File: config.mk
export PLATFORM = sky130hd
export DESIGN_NAME = lsh_unit
export DESIGN_NICKNAME = d
export VERILOG_FILES = /design/src/rtl/lsh_pkg.sv /design/src/rtl/lsh_count_decode.sv /design/src/rtl/lsh_bit_reverse.sv /design/src/rtl/lsh_left_net.sv /design/src/rtl/lsh_unit.sv
export SDC_FILE = /design/constraint.sdc
export NUM_CORES = 1
export LEC_CHECK = 0
export BUFFER_PORTS_ARGS = -buffer_cell sky130_fd_sc_hd__buf_2
export CORE_MARGIN = 5
export CORE_UTILIZATION = 35
export CTS_BUF_LIST = sky130_fd_sc_hd__clkbuf_16
export DETAILED_ROUTE_END_ITERATION = 8
export MAX_ROUTING_LAYER = met4
export SYNTH_ARGS = -nofsm -noshare
export SYNTH_HDL_FRONTEND = slang
export SYNTH_HIERARCHICAL = 1
export SYNTH_SLANG_ARGS = --single-unit
File: constraint.sdc
create_clock -name clk -period 3.2 [get_ports clk]
set_input_delay 0.48 -clock clk [delete_from_list [all_inputs] [get_ports clk]]
set_output_delay 0.48 -clock clk [all_outputs]
set_load 0.02 [all_outputs]
File: src/rtl/lsh_pkg.sv
package lsh_pkg;

    // Direction chosen by the sign of the count field.
    typedef enum logic {
        LSH_DIR_LEFT  = 1'b0,
        LSH_DIR_RIGHT = 1'b1
    } lsh_dir_e;

endpackage

File: src/rtl/lsh_count_decode.sv
// Turns the signed count field into a direction, a magnitude and a
// flag that says the magnitude empties the whole word.
module lsh_count_decode #(
    parameter int DATA_W = 32,
    parameter int CNT_W  = 6
) (
    input  logic [CNT_W-1:0]   field_i,
    output lsh_pkg::lsh_dir_e  dir_o,
    output logic [CNT_W-1:0]   mag_o,
    output logic               wipe_o
);
    localparam logic [31:0] WIDTH_LIM = 32'(DATA_W);

    logic [CNT_W-1:0] mag_d;

    always_comb begin
        if (field_i[CNT_W-1]) begin
            dir_o = lsh_pkg::LSH_DIR_RIGHT;
            mag_d = ~field_i + CNT_W'(1);
        end else begin
            dir_o = lsh_pkg::LSH_DIR_LEFT;
            mag_d = field_i;
        end
        mag_o  = mag_d;
        wipe_o = ({{(32-CNT_W){1'b0}}, mag_d} >= WIDTH_LIM);
    end

endmodule

File: src/rtl/lsh_bit_reverse.sv
// Mirrors a word end for end so a left network can serve right shifts.
module lsh_bit_reverse #(
    parameter int DATA_W = 32
) (
    input  logic [DATA_W-1:0] d_i,
    output logic [DATA_W-1:0] q_o
);
    for (genvar b = 0; b < DATA_W; b++) begin : g_bit
        assign q_o[b] = d_i[DATA_W-1-b];
    end
endmodule

File: src/rtl/lsh_left_net.sv
// Log-depth left shifter: stage k moves the word by 2**k places when
// bit k of the amount is set, inserting zeros at the bottom.
module lsh_left_net #(
    parameter int DATA_W = 32,
    parameter int STG    = $clog2(DATA_W)
) (
    input  logic [DATA_W-1:0] d_i,
    input  logic [STG-1:0]    amt_i,
    output logic [DATA_W-1:0] q_o
);
    logic [DATA_W-1:0] lvl [0:STG];

    assign lvl[0] = d_i;

    for (genvar g = 0; g < STG; g++) begin : g_stage
        localparam int SH = 1 << g;
        assign lvl[g+1] = amt_i[g] ? {lvl[g][DATA_W-1-SH:0], {SH{1'b0}}}
                                   : lvl[g];
    end

    assign q_o = lvl[STG];
endmodule

File: src/rtl/lsh_unit.sv
module lsh_unit #(
    parameter int DATA_W  = 32,
    parameter int HALF_W  = 16,
    parameter int CNT_W   = 6,
    parameter bit REG_OUT = 1'b1
) (
    input  logic              clk,
    input  logic              rst,
    input  logic              in_valid,
    input  logic [DATA_W-1:0] operand,
    input  logic [HALF_W-1:0] count_hw,
    output logic [DATA_W-1:0] result,
    output logic              zero_flag,
    output logic              neg_flag,
    output logic              out_valid
);
    localparam int STG = $clog2(DATA_W);
    localparam logic [CNT_W-1:0] CNT_MIN = {1'b1, {(CNT_W-1){1'b0}}};

    typedef struct packed {
        logic              valid;
        logic [DATA_W-1:0] res;
        logic              zf;
        logic              nf;
    } lsh_state_t;

    // Upper half-word bits are deliberately not used.
    logic unused_count_hi;
    assign unused_count_hi = ^count_hw[HALF_W-1:CNT_W];

    lsh_pkg::lsh_dir_e dir;
    logic [CNT_W-1:0]  mag;
    logic              wipe;

    lsh_count_decode #(.DATA_W(DATA_W), .CNT_W(CNT_W)) u_dec (
        .field_i (count_hw[CNT_W-1:0]),
        .dir_o   (dir),
        .mag_o   (mag),
        .wipe_o  (wipe)
    );

    logic [DATA_W-1:0] op_rev, net_in, net_out, out_rev, shifted;

    lsh_bit_reverse #(.DATA_W(DATA_W)) u_rev_in (
        .d_i (operand),
        .q_o (op_rev)
    );

    assign net_in = (dir == lsh_pkg::LSH_DIR_RIGHT) ? op_rev : operand;

    lsh_left_net #(.DATA_W(DATA_W), .STG(STG)) u_net (
        .d_i   (net_in),
        .amt_i (mag[STG-1:0]),
        .q_o   (net_out)
    );

    lsh_bit_reverse #(.DATA_W(DATA_W)) u_rev_out (
        .d_i (net_out),
        .q_o (out_rev)
    );

    always_comb begin
        if (wipe)
            shifted = '0;
        else if (dir == lsh_pkg::LSH_DIR_RIGHT)
            shifted = out_rev;
        else
            shifted = net_out;
    end

    if (REG_OUT) begin : g_reg
        lsh_state_t state_d, state_q;

        always_comb begin
            state_d       = state_q;
            state_d.valid = in_valid;
            if (in_valid) begin
                state_d.res = shifted;
                state_d.zf  = (shifted == '0);
                state_d.nf  = shifted[DATA_W-1];
            end
        end

        always_ff @(posedge clk) begin
            state_q <= state_d;
            if (rst)
                state_q.valid <= 1'b0;
        end

        assign result    = state_q.res;
        assign zero_flag = state_q.zf;
        assign neg_flag  = state_q.nf;
        assign out_valid = state_q.valid;

        p_valid_follow_r8: assert property (@(posedge clk) disable iff (rst)
            in_valid |=> out_valid);
        p_idle_follow_r8: assert property (@(posedge clk) disable iff (rst)
            !in_valid |=> !out_valid);
        p_zero_count_pass_r5: assert property (@(posedge clk) disable iff (rst)
            (in_valid && count_hw[CNT_W-1:0] == '0) |=> (result == $past(operand)));
        p_min_count_clear_r10: assert property (@(posedge clk) disable iff (rst)
            (in_valid && count_hw[CNT_W-1:0] == CNT_MIN) |=> (result == '0));
    end else begin : g_comb
        assign result    = shifted;
        assign zero_flag = (shifted == '0);
        assign neg_flag  = shifted[DATA_W-1];
        assign out_valid = in_valid;
    end

    p_zero_flag_r6: assert property (@(posedge clk) disable iff (rst)
        out_valid |-> (zero_flag == (result == '0)));
    p_neg_flag_r7: assert property (@(posedge clk) disable iff (rst)
        out_valid |-> (neg_flag == result[DATA_W-1]));

endmodule

# [Word-level counts from Yosys, hierarchy flattened]
# Cells that the tools add are included.
[word_totals] word_cells=18 reg_bits=35 inputBits=51
[op_classes] bitwise_logic=1 mux=10 reduce_logical=1 n_addsub=1 n_lt_le_gt_ge=1
[ops] op="32-bit two-way mux" n=8
[ops] op="32-bit zero test" n=1
[ops] op="6-bit by 1-bit adder with 6-bit output, second input constant" n=1
[ops] op="6-bit >= comparator, second input constant" n=1
[ops] op="6-bit two-way mux" n=1
[ops] op="6-bit inverter" n=1
[ops] op="1-bit two-way mux" n=1

# [Longest topological paths before layout]
# Gate-level depths: netlist of the first run.
[depth] depth_word=11 ltp_mapped=16 mapped_depth_nobuf=12

# [Cells and area by module]
# The synthesis of the first run kept the hierarchy.
[modules_own_cells] module="lsh_unit" cells_per_inst=171 area_per_inst_um2=2070.7 n_inst=1 seq_area_each_um2=1011.0
[modules_own_cells] module="lsh_left_net" cells_per_inst=183 area_per_inst_um2=1774.2 n_inst=1 seq_area_each_um2=0.0
[modules_own_cells] module="lsh_bit_reverse" cells_per_inst=32 area_per_inst_um2=240.2 n_inst=2 seq_area_each_um2=0.0
[modules_own_cells] module="lsh_count_decode" cells_per_inst=19 area_per_inst_um2=132.6 n_inst=1 seq_area_each_um2=0.0

# [Worst setup path before layout of the first run]
# OpenSTA, ideal clock, no wires.
[synth_timing] path_type="input to register" from="in count_hw[5]" to="reg g_reg.state_q (netlist bit zero_flag), data pin" t_arrival_ns=3.122 setup_slack_ns=-0.051 cell_stages=13 n_path_buf=4 setup_ns=0.129 cell_sequence="buf_4 buf_6 buf_2 mux2_2 mux4_1 and3_1 a221o_1 a221o_1 buf_4 nor4_1 nand3_1 o22ai_1 a21o_1"
[synth_via] elab_chain_len=10
[synth_lines] element="from (decl)" line_no="lsh_unit.sv:11" source="input logic [HALF_W-1:0] count_hw,"
[synth_lines] element="1-bit two-way mux" line_no="lsh_count_decode.sv:17" source="if (field_i[CNT_W-1]) begin"
[synth_lines] element="32-bit two-way mux" line_no="lsh_unit.sv:49" source="assign net_in = (dir == lsh_pkg::LSH_DIR_RIGHT) ? op_rev : operand;"
[synth_lines] element="named net net_in[13]" line_no="lsh_unit.sv:42" source="logic [DATA_W-1:0] op_rev, net_in, net_out, out_rev, shifted;"
[synth_lines] element="32-bit two-way mux (5 in series)" line_no="lsh_left_net.sv:17" source="assign lvl[g+1] = amt_i[g] ? {lvl[g][DATA_W-1-SH:0], {SH{1'b0}}}"
[synth_lines] element="named net net_out[26]" line_no="lsh_unit.sv:42"
[synth_lines] element="32-bit two-way mux" line_no="lsh_unit.sv:65" source="else if (dir == lsh_pkg::LSH_DIR_RIGHT)"
[synth_lines] element="32-bit two-way mux" line_no="lsh_unit.sv:63" source="if (wipe)"
[synth_lines] element="32-bit zero test" line_no="lsh_unit.sv:79" source="state_d.zf = (shifted == '0);"
[synth_lines] element="to (signal assigned)" line_no="lsh_unit.sv:85" source="state_q <= state_d;"
[synth_lines] element="to (decl)" line_no="lsh_unit.sv:72" source="lsh_state_t state_d, state_q;"
# The timed path passes the listed nets, and every way through them passes these cells.
# A chain may end at the register's enable or synchronous reset.

# [Final worst setup path of the first run]
[layout_timing] from="in count_hw[1]" to="reg g_reg.state_q (netlist bit zero_flag), data pin"
[layout_via] elab_chain_len=10
[layout_lines] element="6-bit inverter" line_no="lsh_count_decode.sv:19" source="mag_d = ~field_i + CNT_W'(1);"
[layout_lines] element="6-bit by 1-bit adder with 6-bit output" line_no="lsh_count_decode.sv:19"
[layout_lines] element="6-bit two-way mux (*)" line_no="lsh_count_decode.sv:17"
[layout_lines] element="named net mag[1]" line_no="lsh_unit.sv:32" source="logic [CNT_W-1:0] mag;"
[layout_lines] element="32-bit two-way mux (*) (4 in series)" line_no="lsh_left_net.sv:17"
[layout_lines] element="named net net_out[29]" line_no="lsh_unit.sv:42"
[layout_lines] element="32-bit two-way mux (*)" line_no="lsh_unit.sv:65"
[layout_lines] element="32-bit two-way mux (*)" line_no="lsh_unit.sv:63"
[layout_lines] element="32-bit zero test (*)" line_no="lsh_unit.sv:79"
# Mark *: on every way through the listed nets, which the timed path passes. The rest lies on a longest branch.

==> results.py, run 1 <==
metrics = {
    "timing": {
        "worst_pin_slew_ns": 0.705,
        "setup_viol": 0,
        "fin_crit_ns": 3.07,
        "hold_viol": 0,
        "max_slew_margin": 0.530,
        "timing.hold.ws_ns": 0.361,
        "slew_viol_final": 0,
        "fin_crit_sh": 0.960,
        "max_freq_ghz": 0.326,
    },
    "floorplan": {
        "die_h_um": 123,
        "die-area_sq_mm": 0.0151,
        "initial_core_util": 0.354,
        "num_io_pins": 86,
        "coreArea_sq_mm": 0.0126,
        "core.rowCount": 41,
        "die_w_um": 123,
    },
    "worst_setup_path": {
        "critPathKind": "primary input to flip-flop",
        "cp_data_arrival_time_ns": 3.21,
        "slowest_delay_ns": 0.49,
        "worstPathCellList": "buf_2 -> inv_2 -> ha_1 -> nand2_2 -> o21ai_4 -> buf_6 -> mux4_2 -> mux2_2 -> a22oi_1 -> o211ai_1 -> buf_4 -> nor4_2 -> nand2_1 -> o21ai_1 -> a21o_1",
        "critPathSlowestCell": "mux4_2",
        "cp-start-kind": "primary input",
        "end_kind": "flip-flop",
        "cp_top_family": "multiplexers",
        "cp_num_buf_inv": 4,
        "worstPathMaxFanout": 7,
        "cp.required_ns": 3.34,
    },
    "place": {
        "io_buffers": 75,
        "gp_congestion": 0.916,
        "dpl-instance-area_sq_mm": 0.00514,
        "hpwl_mm": 10.1,
    },
    "pwr": {
        "p_int_w": 0.00150,
        "powerDensity_mw_per_mm2": 431,
        "leakagePower_nw": 2.33,
        "combPwrFrac": 0.563,
        "total_power_w": 0.00235,
        "p_switching_w": 0.000852,
        "pwr-share-seq": 0.252,
        "netSwitchingFraction": 0.362,
        "clockPowerShare": 0.185,
        "vdd_drop_max_v": 0.000189,
    },
    "global_route": {
        "overflow": 0,
        "grt_max_degree": 37,
        "antenna_found_initial": 0,
        "grt_pass1_vias": 3715,
        "grt_pass1_wl_mm": 19.8,
        "track_usage": 0.169,
    },
    "run": {
        "max-cap-violations": 0,
    },
    "drt": {
        "finalWirelength_mm": 12.6,
        "first_pass_iters": 4,
        "top_layer_used": "met4",
        "post_drt_via_cell_ratio": 5.33,
        "dr_wl_met2_mm": 6.22,
        "num_vias": 3757,
        "wl_met3_um": 592,
        "ant_nets": 0,
        "remaining_drc_errors": 0,
        "wl_met1_mm": 5.50,
        "wl_per_cell_um": 17.8,
        "drtIter0Drc": 244,
    },
    "final_layout": {
        "layout.nets": 584,
        "n_fill_cell": 1240,
        "antennaDiodeCount": 0,
        "area_growth_pct": 22.7,
        "final_cell_mix": "buf_4, buf_2, nor2_1, mux2_2, mux2i_1",
        "multi_input_area_sq_mm": 0.00279,
        "mostFrequentLayoutCell": "buf_4",
        "seqCellArea_sq_mm": 0.00101,
        "final_area_sq_mm": 0.00546,
        "drive_above_1_share": 0.542,
    },
    "yosys": {
        "synth_nets": 488,
        "yosysWarnings": 6,
        "avgSynthCellArea_sq_um": 10.2,
        "synthCells": 436,
        "synth_area_sq_mm": 0.00445,
    },
    "clock_network": {
        "cts_made_buffers": 5,
        "clock-root-buffer": "clkbuf_16",
        "cts.sinks": 34,
        "clkTransAtPathRegs_ns": 0.05,
        "h-tree-depth": 2,
        "cts_tree": "done",
        "clk_path_buf_depth": 2,
        "ctsHoldBuffers": 0,
    },
    "hold_path": {
        "hp-class": "primary input to flip-flop",
    },
    "outcome": {
        "status": "complete, no violations",
    },
}
[routing by layer]
layer  vias to the layer above  GRT usage
li1                       1792          -
met1                      1825      0.221
met2                       124      0.282
met3                        16     0.0152
met4                         0     0.0490
met5                         -          -
[power groups by stage]
stage,Combinational [W],Clock [W],Sequential (W)
2_1_floorplan,0.000745,0,0.000694
3_3_place_gp,0.00123,0,0.000602
3_5_place_dp,0.00124,0,0.000604
4_1_cts,0.00125,0.000444,0.000595
5_1_grt,0.00143,0.000464,0.000598
6_report,0.00132,0.000434,0.000594
[state kept, by name, indices dropped and copies added, names as in the netlist]
register	cells
result	32
zero_flag	1
out_valid	1
[cell type report]
class,count,area share
clock buffer,5,0.0229
sequential,34,0.185
timing repair buffer,188,0.236
tap,172,0.0394
clock inverter,3,0.00229
inverter,5,0.00344
multi-input combinational,298,0.511
[metrics by stage]
stage               utilization  TNS [ns]  std cells  setup slack (ns)
finish                    0.435         0        705             0.129
global route              0.435   -0.0194        705           -0.0194
CTS                       0.421         0        694           0.00350
detailed placement        0.409     -1.60        686            -0.410
global placement          0.409     -1.41        686            -0.438
floorplan                     -         0        436           0.00114
[final timing paths]
| path | from | to | slack [ns] | cells after the start |
|---|---|---|---|---|
| worst max-delay path | count_hw[1] | zero_flag | 0.13 | 15 |
| worst min-delay path | rst | out_valid | 0.36 | 2 |
[timing repair]
item                                   in CTS  in global routing
gates resized for setup                     2                 27
endpoints found under the hold margin       0                  0
pin swaps                                   0                  7
gates cloned                                0                  1
setup endpoints to repair                   1                  3
buffers inserted                            0                 10
Power figures use the tool's default switching activity.
==> run 2: changes to the inputs <==
--- a/config.mk
+++ b/config.mk
@@ -8,7 +8,6 @@
 export BUFFER_PORTS_ARGS = -buffer_cell sky130_fd_sc_hd__buf_2
 export CORE_MARGIN = 5
 export CORE_UTILIZATION = 35
-export CTS_BUF_LIST = sky130_fd_sc_hd__clkbuf_16
 export DETAILED_ROUTE_END_ITERATION = 8
 export MAX_ROUTING_LAYER = met4
 export SYNTH_ARGS = -nofsm -noshare
==> results.py, run 2 (synthesis results as in run 1) <==
metrics = {
    "drt": {
        "finalWirelength_mm": 12.6,
        "post_drt_via_cell_ratio": 5.32,
        "num_vias": 3752,
        "drtIter0Drc": 256,
        "wl_per_cell_um": 17.9,
        "remaining_drc_errors": 0,
        "first_pass_iters": 5,
        "ant_nets": 0,
    },
    "place": {
        "hpwl_mm": 10.1,
        "gp_congestion": 0.916,
        "io_buffers": 75,
        "dpl-instance-area_sq_mm": 0.00514,
    },
    "final_layout": {
        "final_cell_mix": "buf_4, buf_2, nor2_1, mux2_2, mux2i_1",
        "layout.nets": 584,
        "area_growth_pct": 22.9,
        "final_area_sq_mm": 0.00547,
        "largest_register_ffs": 32,
        "drive_above_1_share": 0.542,
        "mostFrequentLayoutCell": "buf_4",
        "utilization": 0.435,
        "antennaDiodeCount": 0,
    },
    "floorplan": {
        "die-area_sq_mm": 0.0151,
        "die_h_um": 123,
        "num_io_pins": 86,
        "die_w_um": 123,
        "core.rowCount": 41,
        "initial_core_util": 0.354,
        "coreArea_sq_mm": 0.0126,
    },
    "pwr": {
        "leakagePower_nw": 2.33,
        "total_power_w": 0.00238,
        "powerDensity_mw_per_mm2": 435,
        "vdd_drop_max_v": 0.000199,
    },
    "worst_setup_path": {
        "cp_num_buf_inv": 4,
        "cp-start-kind": "primary input",
        "end_kind": "flip-flop",
        "worstPathMaxFanout": 7,
        "cp.required_ns": 3.34,
        "cp_data_arrival_time_ns": 3.22,
        "worstPathCellList": "buf_2 -> inv_2 -> ha_1 -> nand2_2 -> o21ai_4 -> buf_6 -> mux4_2 -> mux2_2 -> a22oi_1 -> o211ai_1 -> buf_4 -> nor4_2 -> nand2_1 -> o21ai_1 -> a21o_1",
        "critPathKind": "primary input to flip-flop",
        "slowest_delay_ns": 0.49,
        "critPathSlowestCell": "mux4_2",
        "cp_top_family": "compound AO/OA/AOI/OAI gates",
    },
    "global_route": {
        "grt_pass1_vias": 3724,
        "top_usage_layer": "met2",
        "grtUsageMet2": 0.283,
        "use_met3": 0.0166,
        "overflow": 0,
        "antenna_found_initial": 0,
        "track_usage": 0.170,
        "grt_max_degree": 37,
        "grt_pass1_wl_mm": 19.9,
        "use_met1": 0.221,
    },
    "clock_network": {
        "clk_path_buf_depth": 2,
        "cts.sinks": 34,
        "h-tree-depth": 2,
        "clock-root-buffer": "clkbuf_16",
        "clkTransAtPathRegs_ns": 0.05,
        "cts_tree": "done",
        "cts_made_buffers": 5,
    },
    "timing": {
        "hold_viol": 0,
        "fin_crit_sh": 0.961,
        "setup_viol": 0,
        "timing.hold.ws_ns": 0.359,
        "max_freq_ghz": 0.325,
        "worst_pin_slew_ns": 0.702,
        "fin_crit_ns": 3.07,
        "slew_viol_final": 0,
        "max_slew_margin": 0.532,
    },
    "hold_path": {
        "worstHoldPathCells": 2,
        "hp-class": "primary input to flip-flop",
        "hp-start": "rst",
        "whs_endpoint": "out_valid",
    },
    "run": {
        "max-cap-violations": 0,
    },
    "outcome": {
        "status": "complete, no violations",
    },
}
[run 2: worst max-delay path by stage]
| stage | cells after the start | from | slack (ns) | to |
|---|---|---|---|---|
| final | 15 | count_hw[1] | 0.13 | zero_flag |
| after global routing | 15 | count_hw[1] | -0.02 | zero_flag |
| after CTS | 14 | count_hw[1] | 0.006 | zero_flag |
| after detailed placement | 13 | count_hw[1] | -0.41 | zero_flag |
| after global placement | 13 | count_hw[1] | -0.44 | zero_flag |
| after floorplan | 13 | count_hw[5] | 0.001 | zero_flag |
[run 2: what timing repair did]
action,CTS,global route
resized for setup,2,26
setup endpoints to repair,1,3
endpoints found under the hold margin,0,0
pin swaps,0,7
hold buffers,0,0
cloned,0,1
buffers inserted,0,10
[run 2: layout make-up]
class                   count  area (sq um)
well taps                 172           215
clock inverters             1          5.00
clock buffers               7           143
repair buffers            188          1290
multi-input cells         298          2790
fillers                  1237          7100
inverters                   5          18.8
flip-flops and latches     34          1010
[run 2: power by group]
part	total [W]	internal (W)	switching [W]	leakage [nW]
Clock	0.000464	0.000307	0.000157	0.0739
Sequential	0.000594	0.000579	0.0000143	0.327
Combinational	0.00132	0.000640	0.000684	1.93
[run 2: per-stage QoR]
stage | setup TNS (ns) | instances | worst slack, ns
finish | 0 | 705 | 0.125
global route | -0.0178 | 705 | -0.0178
CTS | 0 | 694 | 0.00578
detailed placement | -1.60 | 686 | -0.410
global placement | -1.41 | 686 | -0.438
floorplan | 0 | 436 | 0.00114
[run 2: routing by layer]
| layer | share of wire | vias to the layer above | wire length, um |
|---|---|---|---|
| li1 | - | 1791 | - |
| met1 | 0.43 | 1832 | 5450 |
| met2 | 0.49 | 115 | 6220 |
| met3 | 0.054 | 14 | 684 |
| met4 | 0.019 | 0 | 238 |
| met5 | 0 | - | 0 |
==> run 3: changes to the inputs <==
==> constraint.sdc (replaced) <==
create_clock -name clk -period 2.8 [get_ports clk]
set_input_delay 0.42 -clock clk [delete_from_list [all_inputs] [get_ports clk]]
set_output_delay 0.42 -clock clk [all_outputs]
set_load 0.02 [all_outputs]
==> results.py, run 3 (synthesis results as in run 1) <==
metrics = {
    "outcome": {
        "status": "finished, violations left",
        "violations": "setup timing",
    },
    "worst_setup_path": {
        "cp-startpoint": "count_hw[0]",
        "cp-start-kind": "primary input",
        "cp_data_arrival_time_ns": 3.05,
        "critPathKind": "primary input to flip-flop",
        "setup.worst_path.end": "zero_flag",
        "cp.required_ns": 2.94,
        "end_kind": "flip-flop",
        "worstPathMaxFanout": 6,
    },
    "timing": {
        "setup_viol": 4,
        "hold_viol": 0,
        "worst_pin_slew_ns": 0.712,
        "max_freq_ghz": 0.344,
        "rsz0062_at_grt": "yes",
        "tns_ns": -0.157,
        "slew_viol_final": 0,
        "max_slew_margin": 0.526,
        "fin_crit_ns": 2.91,
        "fin_crit_sh": 1.04,
        "setup_slack_ns": -0.108,
    },
    "pwr": {
        "pwr-share-seq": 0.236,
        "netSwitchingFraction": 0.364,
        "clockPowerShare": 0.172,
        "leakagePower_nw": 2.56,
        "vdd_drop_max_v": 0.000226,
        "powerDensity_mw_per_mm2": 482,
        "p_int_w": 0.00183,
        "combPwrFrac": 0.592,
        "total_power_w": 0.00288,
        "p_switching_w": 0.00105,
    },
    "final_layout": {
        "fin_cells": 726,
        "final_area_sq_mm": 0.00597,
        "final_cell_mix": "buf_4, buf_2, nor2_1, mux2i_1, edfxtp_1",
        "mostFrequentLayoutCell": "buf_4",
        "antennaDiodeCount": 0,
        "layout.nets": 606,
        "largest_register_ffs": 32,
        "area_growth_pct": 34.2,
        "n_fill_cell": 1177,
        "drive_above_1_share": 0.614,
        "utilization": 0.475,
    },
    "place": {
        "hpwl_mm": 10.2,
        "io_buffers": 75,
        "place_inst": 697,
        "dpl-instance-area_sq_mm": 0.00523,
        "gp_congestion": 0.966,
    },
    "clock_network": {
        "h-tree-depth": 2,
        "cts_made_buffers": 5,
        "ctsHoldBuffers": 0,
        "clk_path_buf_depth": 2,
        "clkTransAtPathRegs_ns": 0.05,
        "cts.sinks": 34,
        "cts_tree": "done",
        "clock-root-buffer": "clkbuf_16",
    },
    "hold_path": {
        "worstHoldPathCells": 2,
        "hp-class": "primary input to flip-flop",
    },
    "floorplan": {
        "coreArea_sq_mm": 0.0126,
        "die-area_sq_mm": 0.0151,
        "initial_core_util": 0.354,
        "core.rowCount": 41,
        "die_h_um": 123,
        "die_w_um": 123,
        "num_io_pins": 86,
    },
    "drt": {
        "remaining_drc_errors": 0,
        "wl_per_cell_um": 18.5,
        "first_pass_iters": 5,
        "drtIter0Drc": 228,
        "post_drt_via_cell_ratio": 5.40,
        "finalWirelength_mm": 13.4,
        "ant_nets": 0,
        "num_vias": 3919,
    },
    "global_route": {
        "antenna_found_initial": 0,
        "overflow": 0,
        "grt_pass1_vias": 4037,
        "track_usage": 0.183,
        "grt_pass1_wl_mm": 21.1,
        "grt_max_degree": 37,
    },
    "run": {
        "max-cap-violations": 0,
    },
}
## run 3: per-stage QoR
step                      hold slack (ns)  setup slack, ns
after floorplan                     0.492           -0.202
after global placement              0.578           -0.570
after detailed placement            0.578           -0.562
after CTS                           0.301          -0.0469
after global routing                0.298           -0.244
final                               0.306           -0.108
## run 3: worst min path at each step
| stage | start | slack, ns | end |
|---|---|---|---|
| 3_5_place_dp | rst | 0.58 | out_valid |
| 3_3_place_gp | rst | 0.58 | out_valid |
| 4_1_cts | rst | 0.30 | out_valid |
| 6_report | rst | 0.31 | out_valid |
| 5_1_grt | rst | 0.30 | out_valid |
| 2_1_floorplan | rst | 0.49 | out_valid |
## run 3: worst max-delay path, cell delays in order
cell and delay, ns:
clkbuf_4 0.15, inv_2 0.05, ha_4 0.28, nand2_8 0.07, o21ai_4 0.12, buf_4 0.18, mux4_2 0.38, a22o_1 0.22
a21oi_2 0.13, nand4_1 0.26, nor4_2 0.35, nand4_1 0.13, o22ai_1 0.16, a21o_1 0.13
## run 3: what timing repair did
| action | CTS | global route |
|---|---|---|
| gates cloned | 5 | 0 |
| setup buffers | 13 | 5 |
| endpoints found under the setup margin | 24 | 19 |
| endpoints found under the hold margin | 0 | 0 |
| resized for setup | 62 | 45 |
| pin swaps | 18 | 25 |
## run 3: power by group through the flow
stage	registers, W	logic, W	clock network (W)
6_report	0.000678	0.00171	0.000496
3_3_place_gp	0.000688	0.00143	0
5_1_grt	0.000686	0.00182	0.000544
2_1_floorplan	0.000793	0.000858	0
3_5_place_dp	0.000690	0.00144	0
4_1_cts	0.000680	0.00159	0.000508
## run 3: layer usage
layer,vias to the layer above,track usage,share of wire
met5,-,-,0
met4,0,0.0791,0.036
met3,32,0.0244,0.049
met2,145,0.312,0.50
li1,1831,-,-
met1,1911,0.215,0.42
## run 3: cell type report
type	instances	area, sq um	share of cell area
multi-input combinational	299	3020	0.506
inverter	5	22.5	0.00377
clock inverter	2	10.0	0.00168
tap	172	215	0.0360
timing repair buffer	209	1560	0.262
sequential	34	1010	0.169
clock buffer	5	125	0.0210
